**src/rtl/slotmap_pkg.sv**
```systemverilog
package slotmap_pkg;
  typedef enum logic [1:0] {
    ST_OK     = 2'd0,
    ST_MISS   = 2'd1,
    ST_FULL   = 2'd2,
    ST_QUEUED = 2'd3
  } stat_e;
endpackage

```
**src/rtl/slot_table.sv**
```systemverilog
module slot_table #(
  parameter int MEM_WORDS = 1024,
  parameter int MAX_SLOTS = 8,
  parameter int INIT_SIZE = 128,
  parameter int ADDR_W    = 11,
  parameter int LEN_W     = 11,
  parameter int ATTR_W    = 9,
  localparam int IDX_W    = (MAX_SLOTS > 1) ? $clog2(MAX_SLOTS) : 1,
  localparam int CNT_W    = $clog2(MAX_SLOTS + 1)
) (
  input  logic              clk,
  input  logic              rst,
  input  logic              rebuild_go,
  input  logic [ADDR_W-1:0] new_size,
  output logic              rebuilding,
  output logic [ADDR_W-1:0] slot_size,
  input  logic [ATTR_W-1:0] look_attr,
  output logic              hit,
  output logic [IDX_W-1:0]  hit_idx,
  output logic              free_ok,
  output logic [IDX_W-1:0]  free_idx,
  input  logic              bind_en,
  input  logic [IDX_W-1:0]  bind_idx,
  input  logic [ATTR_W-1:0] bind_attr,
  input  logic [LEN_W-1:0]  bind_len,
  input  logic              drop_en,
  input  logic [IDX_W-1:0]  drop_idx,
  input  logic [IDX_W-1:0]  rd_idx,
  output logic [ADDR_W-1:0] rd_base,
  output logic [LEN_W-1:0]  rd_len
);
  localparam int SUM_W = ADDR_W + 1;

  logic [MAX_SLOTS-1:0] used_q;
  logic [ATTR_W-1:0]    tag_q  [MAX_SLOTS];
  logic [LEN_W-1:0]     size_tab_q [MAX_SLOTS];
  logic [ADDR_W-1:0]    base_q [MAX_SLOTS];
  logic [CNT_W-1:0]     count_q, walk_q;
  logic [ADDR_W-1:0]    acc_q, size_q;
  logic                 busy_q;
  logic                 fits;
  logic                 scan_ok;
  logic [IDX_W-1:0]     scan_idx;
  logic                 cache_ok_q;
  logic [IDX_W-1:0]     cache_idx_q;

  assign fits = (size_q != '0) && (walk_q < CNT_W'(MAX_SLOTS)) &&
                (({1'b0, acc_q} + {1'b0, size_q}) <= SUM_W'(MEM_WORDS));

  // control state: occupancy, rebuild walk
  always_ff @(posedge clk) begin
    if (rst) begin
      used_q  <= '0;
      busy_q  <= 1'b1;
      walk_q  <= '0;
      acc_q   <= '0;
      size_q  <= ADDR_W'(INIT_SIZE);
      count_q <= '0;
    end else if (rebuild_go) begin
      used_q  <= '0;
      busy_q  <= 1'b1;
      walk_q  <= '0;
      acc_q   <= '0;
      size_q  <= new_size;
      count_q <= '0;
    end else if (busy_q) begin
      if (fits) begin
        walk_q <= walk_q + 1'b1;
        acc_q  <= acc_q + size_q;
      end else begin
        busy_q  <= 1'b0;
        count_q <= walk_q;
      end
    end else begin
      if (drop_en) used_q[drop_idx] <= 1'b0;
      if (bind_en) used_q[bind_idx] <= 1'b1;
    end
  end

  // table arrays: no reset, single write port each
  always_ff @(posedge clk) begin
    if (!rst && !rebuild_go && busy_q && fits)
      base_q[walk_q[IDX_W-1:0]] <= acc_q;
    if (bind_en) begin
      tag_q[bind_idx]      <= bind_attr;
      size_tab_q[bind_idx] <= bind_len;
    end
  end

  // attribute match: at most one bound slot carries a given tag
  always_comb begin
    hit     = 1'b0;
    hit_idx = '0;
    for (int i = MAX_SLOTS - 1; i >= 0; i--) begin
      if (used_q[i] && tag_q[i] == look_attr) begin
        hit     = 1'b1;
        hit_idx = IDX_W'(i);
      end
    end
  end

  // lowest free slot among the usable ones
  always_comb begin
    scan_ok  = 1'b0;
    scan_idx = '0;
    for (int i = MAX_SLOTS - 1; i >= 0; i--) begin
      if (!used_q[i] && (CNT_W'(i) < count_q)) begin
        scan_ok  = 1'b1;
        scan_idx = IDX_W'(i);
      end
    end
  end

  // cached free slot, refreshed every cycle outside a rebuild
  always_ff @(posedge clk) begin
    if (rst || rebuild_go || busy_q) begin
      cache_ok_q  <= 1'b0;
      cache_idx_q <= '0;
    end else begin
      cache_ok_q  <= scan_ok;
      cache_idx_q <= scan_idx;
    end
  end

  assign free_ok    = cache_ok_q;
  assign free_idx   = cache_idx_q;
  assign rebuilding = busy_q;
  assign slot_size  = size_q;
  assign rd_base    = base_q[rd_idx];
  assign rd_len     = size_tab_q[rd_idx];
endmodule

```
**src/rtl/read_queue.sv**
```systemverilog
module read_queue #(
  parameter int DEPTH = 4,
  parameter int W     = 22,
  localparam int PTR_W = (DEPTH > 1) ? $clog2(DEPTH) : 1,
  localparam int CNT_W = $clog2(DEPTH + 1)
) (
  input  logic         clk,
  input  logic         rst,
  input  logic         push,
  input  logic [W-1:0] push_data,
  input  logic         pop,
  output logic [W-1:0] pop_data,
  output logic         empty,
  output logic         full
);
  logic [W-1:0]     store_q [DEPTH];
  logic [PTR_W-1:0] wr_q, rd_q;
  logic [CNT_W-1:0] cnt_q;
  logic             do_push, do_pop;

  assign do_push = push && !full;
  assign do_pop  = pop && !empty;

  always_ff @(posedge clk) begin
    if (rst) begin
      wr_q  <= '0;
      rd_q  <= '0;
      cnt_q <= '0;
    end else begin
      if (do_push) wr_q <= (wr_q == PTR_W'(DEPTH - 1)) ? '0 : wr_q + 1'b1;
      if (do_pop)  rd_q <= (rd_q == PTR_W'(DEPTH - 1)) ? '0 : rd_q + 1'b1;
      if (do_push && !do_pop)      cnt_q <= cnt_q + 1'b1;
      else if (do_pop && !do_push) cnt_q <= cnt_q - 1'b1;
    end
  end

  always_ff @(posedge clk) begin
    if (do_push) store_q[wr_q] <= push_data;
  end

  assign pop_data = store_q[rd_q];
  assign empty    = (cnt_q == '0);
  assign full     = (cnt_q == CNT_W'(DEPTH));
endmodule

```
**src/rtl/frame_slot_map.sv**
```systemverilog
module frame_slot_map
  import slotmap_pkg::*;
#(
  parameter int MEM_WORDS = 1024,
  parameter int MAX_SLOTS = 8,
  parameter int INIT_SIZE = 128,
  parameter int TS_W      = 4,
  parameter int GR_W      = 2,
  parameter int PE_W      = 3,
  parameter int QDEPTH    = 4,
  parameter int DEC_CYC   = 3,
  parameter int LOOK_CYC  = 3,
  parameter int ADAPT_CYC = 2,
  localparam int ADDR_W   = $clog2(MEM_WORDS) + 1,
  localparam int LEN_W    = ADDR_W
) (
  input  logic              clk,
  input  logic              rst,
  input  logic              cfg_load,
  input  logic [ADDR_W-1:0] cfg_size,
  input  logic              req_valid,
  input  logic              req_write,
  input  logic [TS_W-1:0]   req_ts,
  input  logic [GR_W-1:0]   req_gran,
  input  logic [PE_W-1:0]   req_pe,
  input  logic [LEN_W-1:0]  req_len,
  output logic              req_ready,
  input  logic              mem_busy,
  output logic              gen_valid,
  output logic              gen_write,
  output logic [ADDR_W-1:0] gen_base,
  output logic [LEN_W-1:0]  gen_len,
  output logic              done,
  output logic [1:0]        status
);
  localparam int ATTR_W   = TS_W + GR_W + PE_W;
  localparam int IDX_W    = (MAX_SLOTS > 1) ? $clog2(MAX_SLOTS) : 1;
  localparam int LAT      = DEC_CYC + LOOK_CYC + ADAPT_CYC;
  localparam int LOOK_END = DEC_CYC + LOOK_CYC;
  localparam int TMR_W    = $clog2(LAT + 1);

  // sequencer state
  logic              run_q;
  logic [TMR_W-1:0]  tmr_q;
  logic              wr_q;
  logic [ATTR_W-1:0] attr_q;
  logic [LEN_W-1:0]  len_q;
  logic              hit_q, free_ok_q;
  logic [IDX_W-1:0]  hit_idx_q, free_idx_q;
  logic              cfg_pend_q;
  logic [ADDR_W-1:0] cfg_size_q;

  // table side
  logic              tab_busy, tab_hit, tab_free_ok;
  logic [IDX_W-1:0]  tab_hit_idx, tab_free_idx, rd_idx;
  logic [ADDR_W-1:0] tab_size, rd_base;
  logic [LEN_W-1:0]  rd_len, wr_len;

  // queue side
  logic              q_empty, q_full, q_push, q_pop;
  logic [ADDR_W+LEN_W-1:0] q_out;

  logic accept, commit, rebuild_go, bind_en, drop_en, direct_rd;

  assign req_ready  = !run_q && !tab_busy && !q_full && !cfg_pend_q;
  assign accept     = req_valid && req_ready && !cfg_load;
  assign commit     = run_q && (tmr_q == TMR_W'(LAT));
  assign rebuild_go = !run_q && (cfg_load || cfg_pend_q);

  assign wr_len    = (len_q > tab_size) ? tab_size : len_q;
  assign rd_idx    = wr_q ? free_idx_q : hit_idx_q;
  assign bind_en   = commit && wr_q && free_ok_q;
  assign drop_en   = bind_en && hit_q;
  assign q_push    = commit && !wr_q && hit_q && (mem_busy || !q_empty);
  assign direct_rd = commit && !wr_q && hit_q && !mem_busy && q_empty;
  assign q_pop     = !commit && !q_empty && !mem_busy;

  slot_table #(
    .MEM_WORDS(MEM_WORDS), .MAX_SLOTS(MAX_SLOTS), .INIT_SIZE(INIT_SIZE),
    .ADDR_W(ADDR_W), .LEN_W(LEN_W), .ATTR_W(ATTR_W)
  ) table_i (
    .clk(clk), .rst(rst),
    .rebuild_go(rebuild_go),
    .new_size(cfg_load ? cfg_size : cfg_size_q),
    .rebuilding(tab_busy), .slot_size(tab_size),
    .look_attr(attr_q), .hit(tab_hit), .hit_idx(tab_hit_idx),
    .free_ok(tab_free_ok), .free_idx(tab_free_idx),
    .bind_en(bind_en), .bind_idx(free_idx_q), .bind_attr(attr_q), .bind_len(wr_len),
    .drop_en(drop_en), .drop_idx(hit_idx_q),
    .rd_idx(rd_idx), .rd_base(rd_base), .rd_len(rd_len)
  );

  read_queue #(.DEPTH(QDEPTH), .W(ADDR_W + LEN_W)) rdq_i (
    .clk(clk), .rst(rst),
    .push(q_push), .push_data({rd_base, rd_len}),
    .pop(q_pop), .pop_data(q_out),
    .empty(q_empty), .full(q_full)
  );

  always_ff @(posedge clk) begin
    if (rst) begin
      run_q      <= 1'b0;
      tmr_q      <= '0;
      wr_q       <= 1'b0;
      attr_q     <= '0;
      len_q      <= '0;
      hit_q      <= 1'b0;
      hit_idx_q  <= '0;
      free_ok_q  <= 1'b0;
      free_idx_q <= '0;
      cfg_pend_q <= 1'b0;
      cfg_size_q <= ADDR_W'(INIT_SIZE);
      gen_valid  <= 1'b0;
      gen_write  <= 1'b0;
      gen_base   <= '0;
      gen_len    <= '0;
      done       <= 1'b0;
      status     <= ST_OK;
    end else begin
      gen_valid <= 1'b0;
      done      <= 1'b0;

      if (cfg_load) cfg_size_q <= cfg_size;
      if (cfg_load && run_q) cfg_pend_q <= 1'b1;
      else if (rebuild_go)   cfg_pend_q <= 1'b0;

      if (accept) begin
        run_q  <= 1'b1;
        tmr_q  <= TMR_W'(1);
        wr_q   <= req_write;
        attr_q <= {req_ts, req_gran, req_pe};
        len_q  <= req_len;
      end else if (run_q) begin
        if (tmr_q == TMR_W'(LOOK_END)) begin
          hit_q      <= tab_hit;
          hit_idx_q  <= tab_hit_idx;
          free_ok_q  <= tab_free_ok;
          free_idx_q <= tab_free_idx;
        end
        if (commit) begin
          run_q <= 1'b0;
          tmr_q <= '0;
          done  <= 1'b1;
          if (wr_q) begin
            if (free_ok_q) begin
              status    <= ST_OK;
              gen_valid <= 1'b1;
              gen_write <= 1'b1;
              gen_base  <= rd_base;
              gen_len   <= wr_len;
            end else begin
              status <= ST_FULL;
            end
          end else if (!hit_q) begin
            status <= ST_MISS;
          end else if (direct_rd) begin
            status    <= ST_OK;
            gen_valid <= 1'b1;
            gen_write <= 1'b0;
            gen_base  <= rd_base;
            gen_len   <= rd_len;
          end else begin
            status <= ST_QUEUED;
          end
        end else begin
          tmr_q <= tmr_q + 1'b1;
        end
      end

      if (q_pop) begin
        gen_valid <= 1'b1;
        gen_write <= 1'b0;
        gen_base  <= q_out[ADDR_W+LEN_W-1:LEN_W];
        gen_len   <= q_out[LEN_W-1:0];
      end
    end
  end
endmodule

```
**config.mk**
```make
export PLATFORM = sky130hd
export DESIGN_NAME = frame_slot_map
export DESIGN_NICKNAME = d
export VERILOG_FILES = /design/src/rtl/slotmap_pkg.sv /design/src/rtl/slot_table.sv /design/src/rtl/read_queue.sv /design/src/rtl/frame_slot_map.sv
export SDC_FILE = /design/constraint.sdc
export NUM_CORES = 1
export LEC_CHECK = 0
export ABC_AREA = 0
export BUFFER_PORTS_ARGS = -buffer_cell sky130_fd_sc_hd__buf_2
export CAP_MARGIN = 20
export CORE_MARGIN = 8
export CORE_UTILIZATION = 60
export CTS_BUF_LIST = sky130_fd_sc_hd__clkbuf_8 sky130_fd_sc_hd__clkbuf_16
export DETAILED_ROUTE_END_ITERATION = 16
export GPL_ROUTABILITY_DRIVEN = 0
export PLACE_DENSITY_LB_ADDON = 0.1
export SLEW_MARGIN = 20
export SYNTH_ARGS = -nofsm -noshare
export SYNTH_HDL_FRONTEND = slang
export SYNTH_SLANG_ARGS = --single-unit
```
**constraint.sdc**
```tcl
create_clock -name clk -period 5.3 [get_ports clk]
set_input_delay 1.06 -clock clk [delete_from_list [all_inputs] [get_ports clk]]
set_output_delay 1.06 -clock clk [all_outputs]
set_load 0.01 [all_outputs]
```
==> out/qor.yml <==
status:
  status: "complete, no violations"
grt:
  grt_max_degree: 81
  grt_pass1_wl_mm: 68.0
  track_usage: 0.228
  antenna_found_initial: 1
  grt_pass1_vias: 11700
  grt-ovfl-total: 0
power_and_ir_drop:
  p_leak_nw: 7.65
  power.share.combinational: 0.113
  netSwitchingPower_mw: 1.96
  p_clk_frac: 0.386
  p_per_area_mw_per_mm2: 377
  p_sw_frac: 0.238
  peakVddDrop_uv: 284
  internal_power_mw: 6.27
  sequentialPowerShare: 0.501
synth:
  synth_compound_area_frac: 0.0711
  syn_avg_cell_area_sq_um: 14.2
  synth_adder_area_share: 0.0226
  synth_top_family_by_area: "multiplexers"
  netlist_area_sq_mm: 0.0195
  synth_cells: 1369
  async_reset_ff_frac: 0
  synth-xor-area-share: 0.0368
  yosysSeqAreaShare: 0.647
  muxShareOfSynthArea: 0.107
  ys_seq_elements: 461
  synth_flop_cell: "edfxtp_1"
  ys_warn_count: 0
  synth_edf_count: 336
  synth-simple-area-share: 0.0927
  syn_nets: 1440
  netlist-cell-type-count: 83
worst_hold_path:
  hold_class: "reg -> reg"
  hold_depth: 2
placement:
  portBuffers: 64
  place_area_sq_mm: 0.0203
  post-place-cells: 1808
  hpwl_mm: 28.7
layout:
  antennaDiodeCount: 0
  finalNetCount: 1519
  stdcell_count: 1894
  fin_area_sq_mm: 0.0218
  area_growth_pct: 12.2
  drive_above_1_share: 0.199
clock_tree:
  cts_resized: 0
  clkTransAtPathRegs_ps: 60
  ctsHoldBuffers: 0
  insertion_delay_ps: 540
  post_cts_buffers: 0
  cts-root-buf: "clkbuf_16"
  cts_tree: "yes"
  numCtsBuffers: 46
  h-tree-depth: 2
  cts_buffer_depth: 3
  cts_sinks: 461
route:
  wl_per_cell_um: 23.0
  avgViaCountPerCell: 6.16
  drc: 0
  postRouteAntennaNets: 0
  wl_mm: 43.6
  firstDrtPassIters: 5
  dr.first_iter.drc_count: 935
  vias: 11700
critical_path:
  cp.arrival_ps: 4200
  rr_worst_depth: 9
  crit_fanout: 11
  crit_type: "reg -> reg"
  critPathRequiredTime_ps: 5460
  critical_path.endpoint_type: "flop"
  startpoint_type: "flop"
job:
  maxCapViolations: 0
sta:
  relSlewSlack: 0.241
  rsz0062_at_grt: "no"
  clock_skew_ps: 7.92
  hold_viol: 0
  finalCritPeriodShare: 0.761
  timing.fmax_mhz: 248
  final-max-slew-violation-count: 0
  tns_ps: 0
  period_needed_ps: 4030
  finalSetupViolations: 0
  worst_pin_slew_ps: 1140
floorplanning:
  dieArea_sq_mm: 0.0385
  rows: 66
  die_h_um: 196
  start_util: 0.604
  core_area_sq_mm: 0.0322
  die_x_um: 196
  io_pins: 65
-- registers in the layout, indices dropped and copies added, names as in the netlist, 8 cells and up, named ones only --
name                count
cfg_size_q             11
attr_q                  9
table_i.used_q          8
table_i.acc_q          11
table_i.base_q         88
rdq_i.store_q          88
gen_len                11
gen_base               11
len_q                  11
table_i.tag_q          72
table_i.slot_size      11
table_i.size_tab_q     88
-- metrics by stage --
step	power [mW]	hold slack [ps]	utilization	setup WS, ps
final	8.23	463	0.678	1270
after global placement	5.11	442	0.630	1450
after global routing	8.52	514	0.678	1080
after CTS	8.29	466	0.678	1290
after detailed placement	5.12	453	0.631	1340
after floorplan	4.83	437	-	1290
-- power groups by stage --
| stage | registers [mW] | logic [mW] | clock network, mW |
|---|---|---|---|
| after floorplan | 4.16 | 0.667 | 0 |
| after global placement | 4.20 | 0.907 | 0 |
| after detailed placement | 4.20 | 0.920 | 0 |
| after CTS | 4.13 | 0.928 | 3.23 |
| after global routing | 4.14 | 1.02 | 3.36 |
| final | 4.13 | 0.929 | 3.18 |
-- path summary, 6_finish.rpt --
path | slack (ps) | startpoint | end
setup / recovery | 1270 | table_i.acc_q[0]$_SDFFE_PP0P_ | table_i.base_q[3][5]$_DFFE_PP_
hold / removal | 460 | table_i.free_idx[1]$_SDFF_PP0_ | free_idx_q[1]$_SDFFE_PP0P_
setup reg to reg | 1270 | table_i.acc_q[0]$_SDFFE_PP0P_ | table_i.base_q[3][5]$_DFFE_PP_
hold reg to reg | 460 | table_i.free_idx[1]$_SDFF_PP0_ | free_idx_q[1]$_SDFFE_PP0P_
-- cell usage after synthesis (4+ instances only) --
library cell	instances	area, sq um
edfxtp_1	336	10100
nor4_1	11	68.8
o31a_1	12	105
mux2_2	22	248
a21o_1	6	45.0
buf_2	11	55.1
or3_1	4	25.0
nand3_1	27	135
a211o_1	4	35.0
nor2b_1	10	62.6
inv_1	29	109
a2111oi_1	4	40.0
a21oi_1	68	340
nand2b_1	10	62.6
a31oi_1	4	25.0
and2_1	10	62.6
a311oi_1	4	35.0
o22a_1	10	87.6
and3_1	4	25.0
mux2i_1	31	310
nand4_1	33	206
or4_1	4	30.0
ha_1	32	400
buf_1	6	22.5
a32o_1	9	90.1
nor3_1	26	130
mux4_2	66	1490
o21ai_0	28	140
xor2_1	16	140
xnor2_1	64	561
buf_4	5	37.5
a211oi_1	4	30.0
nor2_1	95	357
dfxtp_1	125	2500
clkbuf_1	41	154
nand2_1	123	462
o32ai_1	5	43.8
-- per-layer routing --
metal / GRT usage / routed length (um)
met3: 0.0442 / 2830
met4: 0.0649 / 985
met1: 0.322 / 19600
met5: 0 / 0
met2: 0.360 / 20200
-- critical path: stages (launching register included) --
cell and delay [ps]:
dfxtp_1 390, ha_1 250, fa_1 420, a211oi_1 390, o21ai_1 160, a21oi_1 210, xor2_1 340, a41o_2 340
nand4_1 200, nor3b_2 930
-- cells in the final DEF, fill, tap and decap left out, drive strengths merged, types with 48 or more instances in the layout --
cell type / n
edfxtp: 336
dfxtp: 125
nand2: 125
nor2: 98
buf: 98
a21oi: 69
mux4: 66
xnor2: 64
clkbuf: 57
inv: 48
-- cell families (layout without fill, tap and decap cells) --
kind of cell               count (synthesis)  after routing
AOI/OAI and AO/OA                        195            195
xor gates and xnor gates                  81             81
adders and majority gates                 34             34
buffers and inverters                     98            215
DFF                                      461            461
muxes                                    121            121
and+or+nand+nor                          379            379
-- cell type report --
type	instances	area, sq um
Fill cell	2244	10400
Inverter	31	116
Clock buffer	57	1340
Timing Repair Buffer	98	598
Tap cell	408	510
Clock inverter	29	173
Sequential cell	461	12600
Multi-Input combinational cell	810	6510
Power figures use the tool's default switching activity.
